==> src/rtl/seg_refresh_pkg.sv <==
// Shared encodings for the segmented refresh scheduler.
package seg_refresh_pkg;
    // Lifetime tag of a buffer row.
    typedef enum logic {
        CLS_TRANSIENT = 1'b0,
        CLS_PERSIST   = 1'b1
    } row_class_t;

    // Physical segment index; also the bit index in the overdue vector.
    localparam int unsigned SEG_SIGNEXP = 0;
    localparam int unsigned SEG_MANT    = 1;
    localparam int unsigned NUM_SEGS    = 2;
endpackage

==> src/rtl/rfc_interval_timer.sv <==
// Free-running interval timer: pulses expire once every `period` cycles.
// Assumes period >= 1. A restart clears the count and suppresses expire.
module rfc_interval_timer #(
    parameter int unsigned IV_W = 16
) (
    input  logic            clk,
    input  logic            rst_n,
    input  logic            restart,
    input  logic [IV_W-1:0] period,
    output logic            expire
);
    logic [IV_W-1:0] cnt;

    assign expire = !restart && (cnt >= period - IV_W'(1));

    // Count cycles, wrap on expiry or restart.
    always_ff @(posedge clk) begin
        if (!rst_n)                cnt <= '0;
        else if (restart || expire) cnt <= '0;
        else                       cnt <= cnt + IV_W'(1);
    end
endmodule

==> src/rtl/rfc_row_table.sv <==
// Per-row state: valid, class tag, and a fresh flag per segment.
// Fresh marks a row written since its last sweep visit; a visit clears it,
// a write in the same cycle wins. Mantissa fresh is only set on persistent rows.
module rfc_row_table
    import seg_refresh_pkg::*;
#(
    parameter int unsigned NROWS = 8,
    parameter int unsigned RW    = 3
) (
    input  logic             clk,
    input  logic             rst_n,
    input  logic             alloc_en,
    input  logic [RW-1:0]    alloc_row,
    input  row_class_t       alloc_cls,
    input  logic             free_en,
    input  logic [RW-1:0]    free_row,
    input  logic             wr_en,
    input  logic [RW-1:0]    wr_row,
    input  logic [NROWS-1:0] clr_se,
    input  logic [NROWS-1:0] clr_mt,
    output logic [NROWS-1:0] row_valid,
    output logic [NROWS-1:0] row_persist,
    output logic [NROWS-1:0] fresh_se,
    output logic [NROWS-1:0] fresh_mt
);
    for (genvar r = 0; r < NROWS; r++) begin : g_row
        logic hit_alloc, hit_free, hit_wr;
        assign hit_alloc = alloc_en && (alloc_row == RW'(r));
        assign hit_free  = free_en  && (free_row  == RW'(r));
        assign hit_wr    = wr_en    && (wr_row    == RW'(r)) && row_valid[r];

        // Track allocation, class and freshness of row r.
        always_ff @(posedge clk) begin
            if (!rst_n) begin
                row_valid[r]   <= 1'b0;
                row_persist[r] <= 1'b0;
                fresh_se[r]    <= 1'b0;
                fresh_mt[r]    <= 1'b0;
            end else if (hit_alloc) begin
                row_valid[r]   <= 1'b1;
                row_persist[r] <= (alloc_cls == CLS_PERSIST);
                fresh_se[r]    <= 1'b0;
                fresh_mt[r]    <= 1'b0;
            end else if (hit_free) begin
                row_valid[r]   <= 1'b0;
                fresh_se[r]    <= 1'b0;
                fresh_mt[r]    <= 1'b0;
            end else begin
                if (hit_wr)         fresh_se[r] <= 1'b1;
                else if (clr_se[r]) fresh_se[r] <= 1'b0;
                if (hit_wr && row_persist[r]) fresh_mt[r] <= 1'b1;
                else if (clr_mt[r])           fresh_mt[r] <= 1'b0;
            end
        end
    end
endmodule

==> src/rtl/rfc_row_sweeper.sv <==
// One segment's sweep: on start walks rows 0..NROWS-1, one per cycle.
// An eligible row (valid, not fresh, class allowed) waits for a grant;
// any other row is passed at once. IS_MANT restricts eligibility to
// persistent rows. A start while busy is reported as overrun.
module rfc_row_sweeper #(
    parameter int unsigned NROWS   = 8,
    parameter int unsigned RW      = 3,
    parameter bit          IS_MANT = 1'b0
) (
    input  logic             clk,
    input  logic             rst_n,
    input  logic             start,
    input  logic             grant,
    input  logic [NROWS-1:0] row_valid,
    input  logic [NROWS-1:0] row_persist,
    input  logic [NROWS-1:0] row_fresh,
    output logic             want,
    output logic             skip,
    output logic             skip_persist,
    output logic             overrun,
    output logic [RW-1:0]    cur_row,
    output logic [NROWS-1:0] clr
);
    localparam logic [RW-1:0] LAST = RW'(NROWS - 1);

    logic          busy;
    logic [RW-1:0] ptr;
    logic          class_ok, eligible, advance;

    if (IS_MANT) begin : g_mant
        assign class_ok = row_persist[ptr];
    end else begin : g_signexp
        assign class_ok = 1'b1;
    end

    assign eligible     = row_valid[ptr] && !row_fresh[ptr] && class_ok;
    assign want         = busy && eligible;
    assign advance      = busy && (!eligible || grant);
    assign skip         = busy && row_valid[ptr] && !eligible;
    assign skip_persist = row_persist[ptr];
    assign overrun      = start && busy;
    assign cur_row      = ptr;
    assign clr          = advance ? (NROWS'(1) << ptr) : '0;

    // Sweep state: begin on start, step on advance, stop after last row.
    always_ff @(posedge clk) begin
        if (!rst_n) begin
            busy <= 1'b0;
            ptr  <= '0;
        end else if (start && !busy) begin
            busy <= 1'b1;
            ptr  <= '0;
        end else if (advance) begin
            if (ptr == LAST) begin
                busy <= 1'b0;
                ptr  <= '0;
            end else begin
                ptr <= ptr + RW'(1);
            end
        end
    end
endmodule

==> src/rtl/seg_refresh_ctrl.sv <==
// Top: two interval timers and two sweepers (sign/exponent, mantissa)
// share one request register toward the array; segment 0 wins ties.
// Holds the interval configuration, per-class statistics and sticky
// overdue flags. Assumes NROWS >= 2.
module seg_refresh_ctrl
    import seg_refresh_pkg::*;
#(
    parameter int unsigned NROWS   = 8,
    parameter int unsigned IV_W    = 16,
    parameter int unsigned STAT_W  = 16,
    parameter int unsigned DEF_STD = 1000,
    parameter int unsigned DEF_RLX = 4000,
    localparam int unsigned RW     = $clog2(NROWS)
) (
    input  logic              clk,
    input  logic              rst_n,
    input  logic              alloc_en,
    input  logic [RW-1:0]     alloc_row,
    input  logic              alloc_cls,
    input  logic              free_en,
    input  logic [RW-1:0]     free_row,
    input  logic              wr_en,
    input  logic [RW-1:0]     wr_row,
    input  logic              cfg_we,
    input  logic [IV_W-1:0]   cfg_std,
    input  logic [IV_W-1:0]   cfg_rlx,
    output logic              rf_req,
    output logic              rf_seg,
    output logic [RW-1:0]     rf_row,
    input  logic              rf_ack,
    output logic [1:0]        overdue,
    output logic [STAT_W-1:0] issued_t,
    output logic [STAT_W-1:0] issued_p,
    output logic [STAT_W-1:0] skipped_t,
    output logic [STAT_W-1:0] skipped_p
);
    logic [IV_W-1:0]     std_q, rlx_q, std_v, rlx_v;
    logic [NROWS-1:0]    row_valid, row_persist, fresh_se, fresh_mt;
    logic [NUM_SEGS-1:0] expire, want, grant, skip, skip_p, overrun;
    logic [RW-1:0]       cur_row [NUM_SEGS];
    logic [NROWS-1:0]    clr     [NUM_SEGS];
    logic [RW-1:0]       sel_row;
    logic                load;
    logic [1:0]          skip_t_n, skip_p_n;

    // Interval configuration with floor and ordering rules.
    assign std_v = (cfg_std == '0) ? IV_W'(1) : cfg_std;
    assign rlx_v = (cfg_rlx < std_v) ? std_v : cfg_rlx;

    // Register the intervals.
    always_ff @(posedge clk) begin
        if (!rst_n) begin
            std_q <= IV_W'(DEF_STD);
            rlx_q <= IV_W'(DEF_RLX);
        end else if (cfg_we) begin
            std_q <= std_v;
            rlx_q <= rlx_v;
        end
    end

    rfc_row_table #(.NROWS(NROWS), .RW(RW)) i_table (
        .clk(clk), .rst_n(rst_n),
        .alloc_en(alloc_en), .alloc_row(alloc_row), .alloc_cls(row_class_t'(alloc_cls)),
        .free_en(free_en), .free_row(free_row),
        .wr_en(wr_en), .wr_row(wr_row),
        .clr_se(clr[SEG_SIGNEXP]), .clr_mt(clr[SEG_MANT]),
        .row_valid(row_valid), .row_persist(row_persist),
        .fresh_se(fresh_se), .fresh_mt(fresh_mt)
    );

    for (genvar g = 0; g < NUM_SEGS; g++) begin : g_seg
        logic [IV_W-1:0]  period;
        logic [NROWS-1:0] fresh_sel;
        assign period    = (g == SEG_MANT) ? rlx_q : std_q;
        assign fresh_sel = (g == SEG_MANT) ? fresh_mt : fresh_se;

        rfc_interval_timer #(.IV_W(IV_W)) i_timer (
            .clk(clk), .rst_n(rst_n), .restart(cfg_we),
            .period(period), .expire(expire[g])
        );

        rfc_row_sweeper #(.NROWS(NROWS), .RW(RW), .IS_MANT(g == SEG_MANT)) i_sweep (
            .clk(clk), .rst_n(rst_n), .start(expire[g]), .grant(grant[g]),
            .row_valid(row_valid), .row_persist(row_persist), .row_fresh(fresh_sel),
            .want(want[g]), .skip(skip[g]), .skip_persist(skip_p[g]),
            .overrun(overrun[g]), .cur_row(cur_row[g]), .clr(clr[g])
        );
    end

    // Fixed-priority arbitration onto the single request register.
    assign grant[SEG_SIGNEXP] = want[SEG_SIGNEXP] && !rf_req;
    assign grant[SEG_MANT]    = want[SEG_MANT] && !want[SEG_SIGNEXP] && !rf_req;
    assign load    = |grant;
    assign sel_row = want[SEG_SIGNEXP] ? cur_row[SEG_SIGNEXP] : cur_row[SEG_MANT];

    // Hold request until acknowledged, then free the slot.
    always_ff @(posedge clk) begin
        if (!rst_n) begin
            rf_req <= 1'b0;
            rf_seg <= 1'b0;
            rf_row <= '0;
        end else if (rf_req && rf_ack) begin
            rf_req <= 1'b0;
        end else if (load) begin
            rf_req <= 1'b1;
            rf_seg <= !want[SEG_SIGNEXP];
            rf_row <= sel_row;
        end
    end

    // Count skips per class this cycle across both sweepers.
    always_comb begin
        skip_t_n = '0;
        skip_p_n = '0;
        for (int g = 0; g < NUM_SEGS; g++) begin
            skip_t_n = skip_t_n + 2'(skip[g] && !skip_p[g]);
            skip_p_n = skip_p_n + 2'(skip[g] &&  skip_p[g]);
        end
    end

    // Statistics and sticky overdue flags.
    always_ff @(posedge clk) begin
        if (!rst_n) begin
            issued_t  <= '0;
            issued_p  <= '0;
            skipped_t <= '0;
            skipped_p <= '0;
            overdue   <= '0;
        end else begin
            issued_t  <= issued_t  + STAT_W'(load && !row_persist[sel_row]);
            issued_p  <= issued_p  + STAT_W'(load &&  row_persist[sel_row]);
            skipped_t <= skipped_t + STAT_W'(skip_t_n);
            skipped_p <= skipped_p + STAT_W'(skip_p_n);
            overdue   <= overdue | overrun;
        end
    end
endmodule

==> config.mk <==
export PLATFORM = sky130hd
export DESIGN_NAME = seg_refresh_ctrl
export DESIGN_NICKNAME = d
export VERILOG_FILES = /design/src/rtl/seg_refresh_pkg.sv /design/src/rtl/rfc_interval_timer.sv /design/src/rtl/rfc_row_table.sv /design/src/rtl/rfc_row_sweeper.sv /design/src/rtl/seg_refresh_ctrl.sv
export SDC_FILE = /design/constraint.sdc
export NUM_CORES = 1
export LEC_CHECK = 0
export BUFFER_PORTS_ARGS = -buffer_cell sky130_fd_sc_hd__buf_4
export CAP_MARGIN = 20
export CORE_MARGIN = 1
export CORE_UTILIZATION = 40
export CTS_CLUSTER_DIAMETER = 40
export DETAILED_ROUTE_END_ITERATION = 16
export GPL_TIMING_DRIVEN = 0
export SETUP_SLACK_MARGIN = 0.15
export SLEW_MARGIN = 20
export SYNTH_ARGS = -nofsm -noshare
export SYNTH_HDL_FRONTEND = slang
export SYNTH_SLANG_ARGS = --single-unit
==> constraint.sdc <==
create_clock -name clk -period 8.6 [get_ports clk]
set_input_delay 0 -clock clk [delete_from_list [all_inputs] [get_ports clk]]
set_output_delay 0 -clock clk [all_outputs]
set_load 0.01 [all_outputs]
* Yosys cells after proc, flatten, opt, wreduce, memory -nomap -nowiden
Index checks and enable logic that the tools add are counted.
** Storage, ports and cells
- Output and inout port bits :: 71
- Register bits :: 175
** Cells by class
- Bitwise logic cells :: 3
- Magnitude comparators :: 6
- Equal/unequal tests :: 23
- Multiplexer cells :: 75
- Add/subtract/negate cells :: 12
- Reductions and logical operators :: 132
- Shift operators :: 2
** Operator list (count)
- $logic_and A1 B1 Y1 :: 67
- $mux W1 :: 61
- $reduce_bool A2 Y1 :: 28
- $eq A3 B3 Y1 const B :: 14
- $add A16 B1 Y16 :: 2
- $add A16 B1 Y16 const B :: 2
- $add A16 B2 Y16 :: 2
- $ge A16 B16 Y1 :: 2
- $mux W16 :: 2
- $sub A16 B1 Y16 const B :: 2
- $reduce_or A3 Y1 :: 8
- $bmux W1 S3 :: 7
- $eq A3 B2 Y1 const B :: 6
- $logic_not A16 Y1 :: 1
- $lt A16 B16 Y1 :: 1
- $mux W8 :: 2
- $shl A1 B3 Y8 const A :: 2
- $logic_not A1 Y1 :: 12
- $lt A3 B4 Y1 const B :: 3
- $reduce_or A2 Y1 :: 6
- $eq A3 B1 Y1 const B :: 3
- $logic_not A3 Y1 :: 3
- $mux W3 :: 3
- $add A3 B1 Y3 const B :: 2
- other kinds (5) :: 12

* Logic depth before layout (Yosys ltp)
Gate-level depths: netlist of the first run.
- Depth in word-level cells :: 13
- Depth in mapped cells :: 16
- Gate-level depth less buffers :: 15

* Hierarchy
From an unflattened synthesis of the first run, not the netlist that was laid out.
** Unflattened totals
- Cell total of the unflattened synthesis :: 1137
- Area total of the unflattened synthesis :: 10432.5 um^2
** By module, submodules not included
- seg_refresh_ctrl :: seq. area each 2062.0 um^2, instances 1, area each 5039.8 um^2, cells each 556
- rfc_interval_timer :: seq. area each 320.3 um^2, instances 2, area each 1423.9 um^2, cells each 157
- rfc_row_table :: seq. area each 640.6 um^2, instances 1, area each 1383.8 um^2, cells each 151
- rfc_row_sweeper (g_seg[0].i_sweep) :: seq. area each 80.1 um^2, instances 1, area each 581.8 um^2, cells each 64
- rfc_row_sweeper (g_seg[1].i_sweep) :: seq. area each 80.1 um^2, instances 1, area each 579.3 um^2, cells each 52

* Least setup slack after synthesis of the first run
OpenSTA, ideal clock, no wires.
- Path kind :: reg-to-reg
- Start :: register rlx_q[3], in the netlist g_seg[1].period[3]
- End :: register g_seg[1].i_timer.cnt[10]
- Data required time :: 8.535 ns
- Slack :: 5.296 ns
- Stages on the path, launching flop included :: 17
- Data arrival time :: 3.239 ns
- Library setup time :: 0.065 ns
- Path through :: dfxtp_1 > or3_1 > nor4_1 > nor2b_1 > nand2_1 > or2_2 > nor3_1 > xnor2_1 > ha_1 > nand4_1 > nor2_1 > a21oi_1 > o211ai_1 > a41oi_1 > nand2_1 > clkbuf_1 > nor2_1
** On the way
- Word-level cells in the longest chain between the ends :: 5
** Ends and longest elaborated chain
- from (decl) :: RTL line seg_refresh_ctrl.sv:37 : logic [IV_W-1:0] std_q, rlx_q, std_v, rlx_v;
- from (signal assigned) :: RTL line seg_refresh_ctrl.sv:54 : rlx_q <= IV_W'(DEF_RLX);
- from (signal assigned) :: RTL line seg_refresh_ctrl.sv:57 : rlx_q <= rlx_v;
- $sub A16 B1 Y16 :: RTL line rfc_interval_timer.sv:14 : assign expire = !restart && (cnt >= period - IV_W'(1));
- $ge A16 B16 Y1 :: RTL line rfc_interval_timer.sv:14
- $logic_and A1 B1 Y1 :: RTL line rfc_interval_timer.sv:14
- $logic_or A1 B1 Y1 :: RTL line rfc_interval_timer.sv:19 : else if (restart || expire) cnt <= '0;
- $reduce_or A2 Y1 (no line)
- to (signal assigned) :: RTL line rfc_interval_timer.sv:20 : else cnt <= cnt + IV_W'(1);
- to (decl) :: RTL line rfc_interval_timer.sv:12 : logic [IV_W-1:0] cnt;
Every way passes these cells.
A chain may end at the register's enable or synchronous reset.

* Final worst setup path of the first run
Same ends and word-level chain as after synthesis.

==> metrics.txt, run 1 <==
WL/cell approximately 16 um; sequential power share 46.8%; Required @ worst endpoint between 8000 and 9000 ps; routability cong. 0.9359; Syn Inst Count 1,111; Finished Layout Cells 1,626; final worst path period need between 3000 and 4000 ps; warnings from Yosys 0; pin count of the biggest net entering global routing 19; CTS clk-pin slew, worst paths ~70 ps; n_diodes 0; DP Cell Count 1,547; hold_ws about 57 ps; Clk network pwr share between 40 and 50%; DRT antenna net count 0; I/O pin total 120; first-pass GRT wire length 41,080 um; post-CTS sizing 0; mapped cell area 9663 um^2; RSZ-0062 raised after global routing false; vias in the first global route approximately 8,100; Comb power frac 9.9%; Post-CTS Setup Inserts 0; count leader, synth dfxtp_1; Worst-Skew Late Latency 440 ps; ratio of cells with drive above 1 in the final layout around 14%; Yosys top cell area share 36.26%; DRC viols 0; switching share of power roughly a quarter; core area 23,610 um^2; port bufs 117; TritonCTS Buffers 17; Leak 0.004944 uW; post-synth top area cell dfxtp_1; CTS sink cnt 175; Startpoint Class flip-flop; cts hold-fix bufs 47; Initial Util between 40% and 50%; H-tree Lvls 4; drt pass-1 iters 6; Post-synth EDFFs 0; VDD IR-drop max 0.1169 mV; DR vias/cell 5.203; Setup-failing EPs final 0; Max Slew Vio Count 0; CP Class reg2reg; clock root buffer clkbuf_16; max_slew headroom 56.38%; count of different cell masters after synthesis 69; Max Cap Viol 0; row cnt 56; final core utilization 50.85%; Syn Nets around 1,200; total grt overflow 0; die area between 20,000 and 25,000 um^2; Synth top cells by count dfxtp_1 (175), nor2_1 (153), nand2_1 (73); area delta synth->final 24.25%; Post-synth ARST share 0%; critical path fanouts, max 10; worst slew pin tran 650.0 ps; Via Count 8,460; Layout fillers 2,280; ranking of synthesized cells by area dfxtp_1 (36%), ha_1 (8.9%), xor2_1 (6.0%); Final Cycle Share between 40% and 50%; Seq cells post-synth 175; fmax 256.9 MHz; setup TNS 0 ps; crit path DAT 4260 ps; Tot GR Track Use 21.07%; CTS tree done; cell internal pwr 1321 uW; Max Clock Skew 10.69 ps; final hold violation count 0; post-synthesis sequential area ratio 36.26%; die height ~160 um; detailed placement HPWL 19,240 um; final WL 25,370 um; die width approximately 160 um; min-delay worst type in2reg; Iteration-0 DRC Markers 411; syn avg cell area about 8.7 um^2; Net Sw Power between 400 and 500 uW; initial antenna violation count 0; power density cells 150.0 nW/um^2; nets 1,414; status finished clean; Synth Flop Type dfxtp_1; Crit. End Element flip-flop; clock tree buffer depth 2
area by class of cell:
cell class / count / area (um^2) / share of cell area (%)
Sequential cell: 175 / 3503 / 29.18
Multi-Input combinational cell: 850 / 5817 / 48.45
Timing Repair Buffer: 164 / 1349 / 11.23
Clock buffer: 17 / 425.4 / 3.543
Buffer: 43 / 181.4 / 1.511
Clock inverter: 15 / 170.2 / 1.417
Inverter: 43 / 161.4 / 1.344
Tap cell: 319 / 399.1 / 3.324
final timing paths:
check	slack, ps	to	start	cells after the start
min	60	g_seg[1].period[7]	rst_n	2
min reg2reg	470	i_table.fresh_mt[3]	i_table.fresh_mt[3]	2
max reg2reg	4710	g_seg[1].i_timer.cnt[10]	g_seg[1].period[3]	16
max	4710	g_seg[1].i_timer.cnt[10]	g_seg[1].period[3]	16
critical path, cell delays in order, from the launching register on:
cell	delay, ps
dfxtp_1	360
or3_1	400
nor4_1	240
nor2b_1	220
nand2_1	90
or2_2	310
nor4_2	170
xnor2_1	150
ha_1	260
a21oi_1	150
nor2b_1	50
o21ai_0	170
o211ai_1	120
a41oi_1	410
nand2_1	260
clkbuf_1	300
nor2_1	160
cells by family after synthesis:
| logic type | Yosys count | share of synthesized area, % |
|---|---|---|
| fa+ha+maj | 71 | 9.349 |
| mux | 53 | 6.707 |
| xor+xnor | 104 | 9.426 |
| buf+inv | 86 | 3.548 |
| simple gates | 450 | 23.02 |
| compound gates | 172 | 11.69 |
| flops | 175 | 36.26 |
placed cells by master (no fill, tap or decap), drive strengths merged, types with 3 or more instances in the layout:
cell	count
o31ai	5
and4	11
nor3b	8
buf	130
inv	49
mux4	9
nand2	74
and3	13
clkbuf	47
nor4	8
a21o	18
nand2b	8
dfxtp	175
a21oi	61
nor3	11
xor2	66
and2	18
mux2	4
nor2b	22
mux2i	40
xnor2	38
a211o	3
or3	10
ha	69
o21ai	45
nand3	71
a221oi	9
nand3b	4
nand4	34
o211ai	6
dlygate4sd3	47
nor2	154
a211oi	8
clkinv	7
sequential cells by signal, indices dropped and copies added, names as in the netlist, 3 cells and up:
register and cells:
g_seg.i_timer.cnt 32, g_seg.period 32, issued_p 16, issued_t 16, skipped_p 16, skipped_t 16
i_table.fresh_mt 8, i_table.fresh_se 8, i_table.row_persist 8, i_table.row_valid 8, g_seg.i_sweep.cur_row 6, rf_row 3
power groups by stage:
stage | Clock, uW | Sequential, uW | Combinational [uW]
6_report | 781 | 843 | 178
5_1_grt | 833 | 845 | 197
4_1_cts | 799 | 842 | 178
3_5_place_dp | 0 | 861 | 160
3_3_place_gp | 0 | 861 | 158
2_1_floorplan | 0 | 855 | 104
through the flow:
stage                     worst slack (ps)  cell area [um^2]  power, uW
after floorplan                       5296              9663      959.2
after detailed placement              4682             10940       1021
after global placement                4737             10940       1019
final                                 4707             12010       1801
after global routing                  4341             12010       1875
after CTS                             4646             12010       1819
metal layers:
layer | global-route usage (%) | up-vias | wire length [um]
met4 | 7.443 | 0 | 538
met5 | 0 | - | 0
met3 | 3.442 | 37 | 1204
li1 | - | 4269 | -
met2 | 33.86 | 208 | 11530
met1 | 28.39 | 3946 | 12100
Power figures use the tool's default switching activity.
==> run 2, diff against run 1 <==
==> constraint.sdc (replaced) <==
create_clock -name clk -period 3.57 [get_ports clk]
set_input_delay 0 -clock clk [delete_from_list [all_inputs] [get_ports clk]]
set_output_delay 0 -clock clk [all_outputs]
set_load 0.01 [all_outputs]
==> metrics.txt, run 2 (synthesized netlist as in run 1, its figures left out) <==
DRT antenna net count 0 (unchanged); min-delay worst type in2reg; total grt overflow 0 (unchanged); cell internal pwr 3189 uW (+140%); I/O pin total 120 (unchanged); Final Cycle Share 92.94% (+48 points); most frequent cells in the layout dfxtp_1 (172), nor2_1 (149), buf_4 (129); first-pass GRT wire length 41,260 um (+0.42%); routability cong. 0.9359 (unchanged); CTS clk-pin slew, worst paths 70 ps (about the same); clock root buffer clkbuf_16; Placement Cell Area 10,940 um^2 (unchanged); Max Clock Skew 12.32 ps (+1.627 ps); Clk network pwr share 43.2% (about the same); max_slew headroom 57.14% (+0.76 points); Max Cap Viol 0 (unchanged); worst slew pin tran 643.0 ps (-7.013 ps); Worst-Skew Late Latency 440 ps (about the same); hold_ws 56.62 ps (-0.2385 ps); sequential power share 46.7% (about the same); Required @ worst endpoint 3900 ps (-5070 ps); H-tree Lvls 4 (unchanged); Max Slew Vio Count 0 (unchanged); ratio of cells with drive above 1 in the final layout 17.16% (+2.9 points); final core utilization 52.03% (+1.2 points); TritonCTS Buffers 17 (unchanged); power density cells 354.9 nW/um^2 (+140%); Via Count 8,545 (+1.0%); Initial Util 40.92% (unchanged); die width 157.4 um (unchanged); DR vias/cell 5.223 (+0.39%); nets 1,424 (+0.71%); detailed placement HPWL 19,240 um (unchanged); VDD IR-drop max 0.2818 mV (+140%); vias in the first global route 8,177 (+0.48%); worst setup margin 252.1 ps (-4455 ps); worst path bufs/invs 1 (unchanged); Iteration-0 DRC Markers 404 (-1.7%); final WL 25,780 um (+1.6%); area delta synth->final 27.14%; final instance area 12,290 um^2 (+2.3%); RSZ-0062 raised after global routing true; pin count of the biggest net entering global routing 19 (unchanged); critical path fanouts, max 4 (-6); critical path cell sequence or3_4 > nor4_4 > nor2b_4 > nand2_2 > or2_4 > nor3_4 > xnor2_1 > ha_1 > nand4_1 > nor2_2 > a21oi_1 > o211ai_1 > a41oi_2 > buf_4 > nor2_2 > o221a_1; commonest non-fill, non-tap cell in the layout dfxtp_1; crit path DAT 3640 ps (-620 ps); final hold violation count 0 (unchanged); Crit path top cell by count nor2_2; Tot GR Track Use 21.15% (+0.089 points); initial antenna violation count 0 (unchanged); status finished clean; n_diodes 0 (unchanged); fmax 301.4 MHz (+17%); CTS sink cnt 175 (unchanged); final worst path period need 3318 ps (-575.3 ps); DRC viols 0 (unchanged); die height 157.4 um (unchanged); core area 23,610 um^2 (unchanged); row cnt 56 (unchanged); clock tree buffer depth 2 (unchanged); total chip power 4360 uW (+140%); CTS tree done; drt pass-1 iters 5 (-1); CP delay by family, top simple AND/OR/NAND/NOR gates; port bufs 117 (unchanged); Startpoint Class flip-flop; Max stage delay on crit path 400 ps (about the same); Crit. End Element flip-flop; switching share of power 26.86% (+0.19 points); pre-CTS WS -348.4 ps (-5030 ps); Net Sw Power 1171 uW (+140%); WL/cell 15.76 um (+0.99%); Comb power frac 10.1% (+0.2 points); CP Class reg2reg; die area 24,780 um^2 (unchanged); Setup-failing EPs final 0 (unchanged); Slowest-stage cell, CP or3_4; Leak 0.005012 uW (+1.4%)
-- run 2: changes by cell type in the layout (fill, tap and decap cells not counted), sizes merged --
cell,change
buf,+10
clkinv,-1
clkinvlp,+1
-- run 2: power by group through the flow --
| stage | registers [uW] | clock network, uW | logic, uW |
|---|---|---|---|
| detailed placement | 2070 | 0 | 385 |
| finish | 2040 | 1880 | 442 |
| floorplan | 2060 | 0 | 251 |
| global placement | 2070 | 0 | 382 |
| global route | 2040 | 2000 | 489 |
| CTS | 2030 | 1920 | 433 |
-- run 2: layer usage --
layer  global-route usage [%]  routed length [um]  part of all wire (%)  vias to the layer above
met1                    28.46               12230                    47                     4019
met3                    3.387                1161                   4.5                       41
met5                        0                   0                     0                        -
li1                         -                   -                     -                     4290
met4                    7.675                 575                   2.2                        0
met2                    34.03               11820                    46                      195
-- run 2: final timing paths --
| path | start | to | slack (ps) | depth (start not counted) |
|---|---|---|---|---|
| min | rst_n | g_seg[1].period[7] | 60 | 2 |
| min reg2reg | i_table.fresh_mt[3] | i_table.fresh_mt[3] | 470 | 2 |
| max | g_seg[1].period[3] | g_seg[1].i_sweep.busy | 250 | 16 |
| max reg2reg | g_seg[1].period[3] | g_seg[1].i_sweep.busy | 250 | 16 |
-- run 2: final cells by class --
type / instances / area (um^2)
Timing Repair Buffer: 174 / 1428
Sequential cell: 175 / 3510
Multi-Input combinational cell: 850 / 5978
Tap cell: 319 / 399.1
Inverter: 43 / 165.2
Clock inverter: 15 / 170.2
Fill cell: 2250 / 11330
Buffer: 43 / 210.2
Clock buffer: 17 / 425.4
-- run 2: through the flow --
stage               instances  setup TNS, ps
floorplan                1111              0
global route             1636              0
global placement         1547          -3271
detailed placement       1547          -4517
CTS                      1628              0
finish                   1636              0
-- run 2: what timing repair did --
| action | in CTS | in global routing |
|---|---|---|
| gates resized for setup | 14 | 44 |
| hold endpoints to repair | 62 | 0 |
| gates cloned | 0 | 0 |
| setup endpoints to repair | 30 | 55 |
| hold buffers | 47 | 0 |
| pin swaps | 0 | 9 |
| buffers inserted | 2 | 8 |
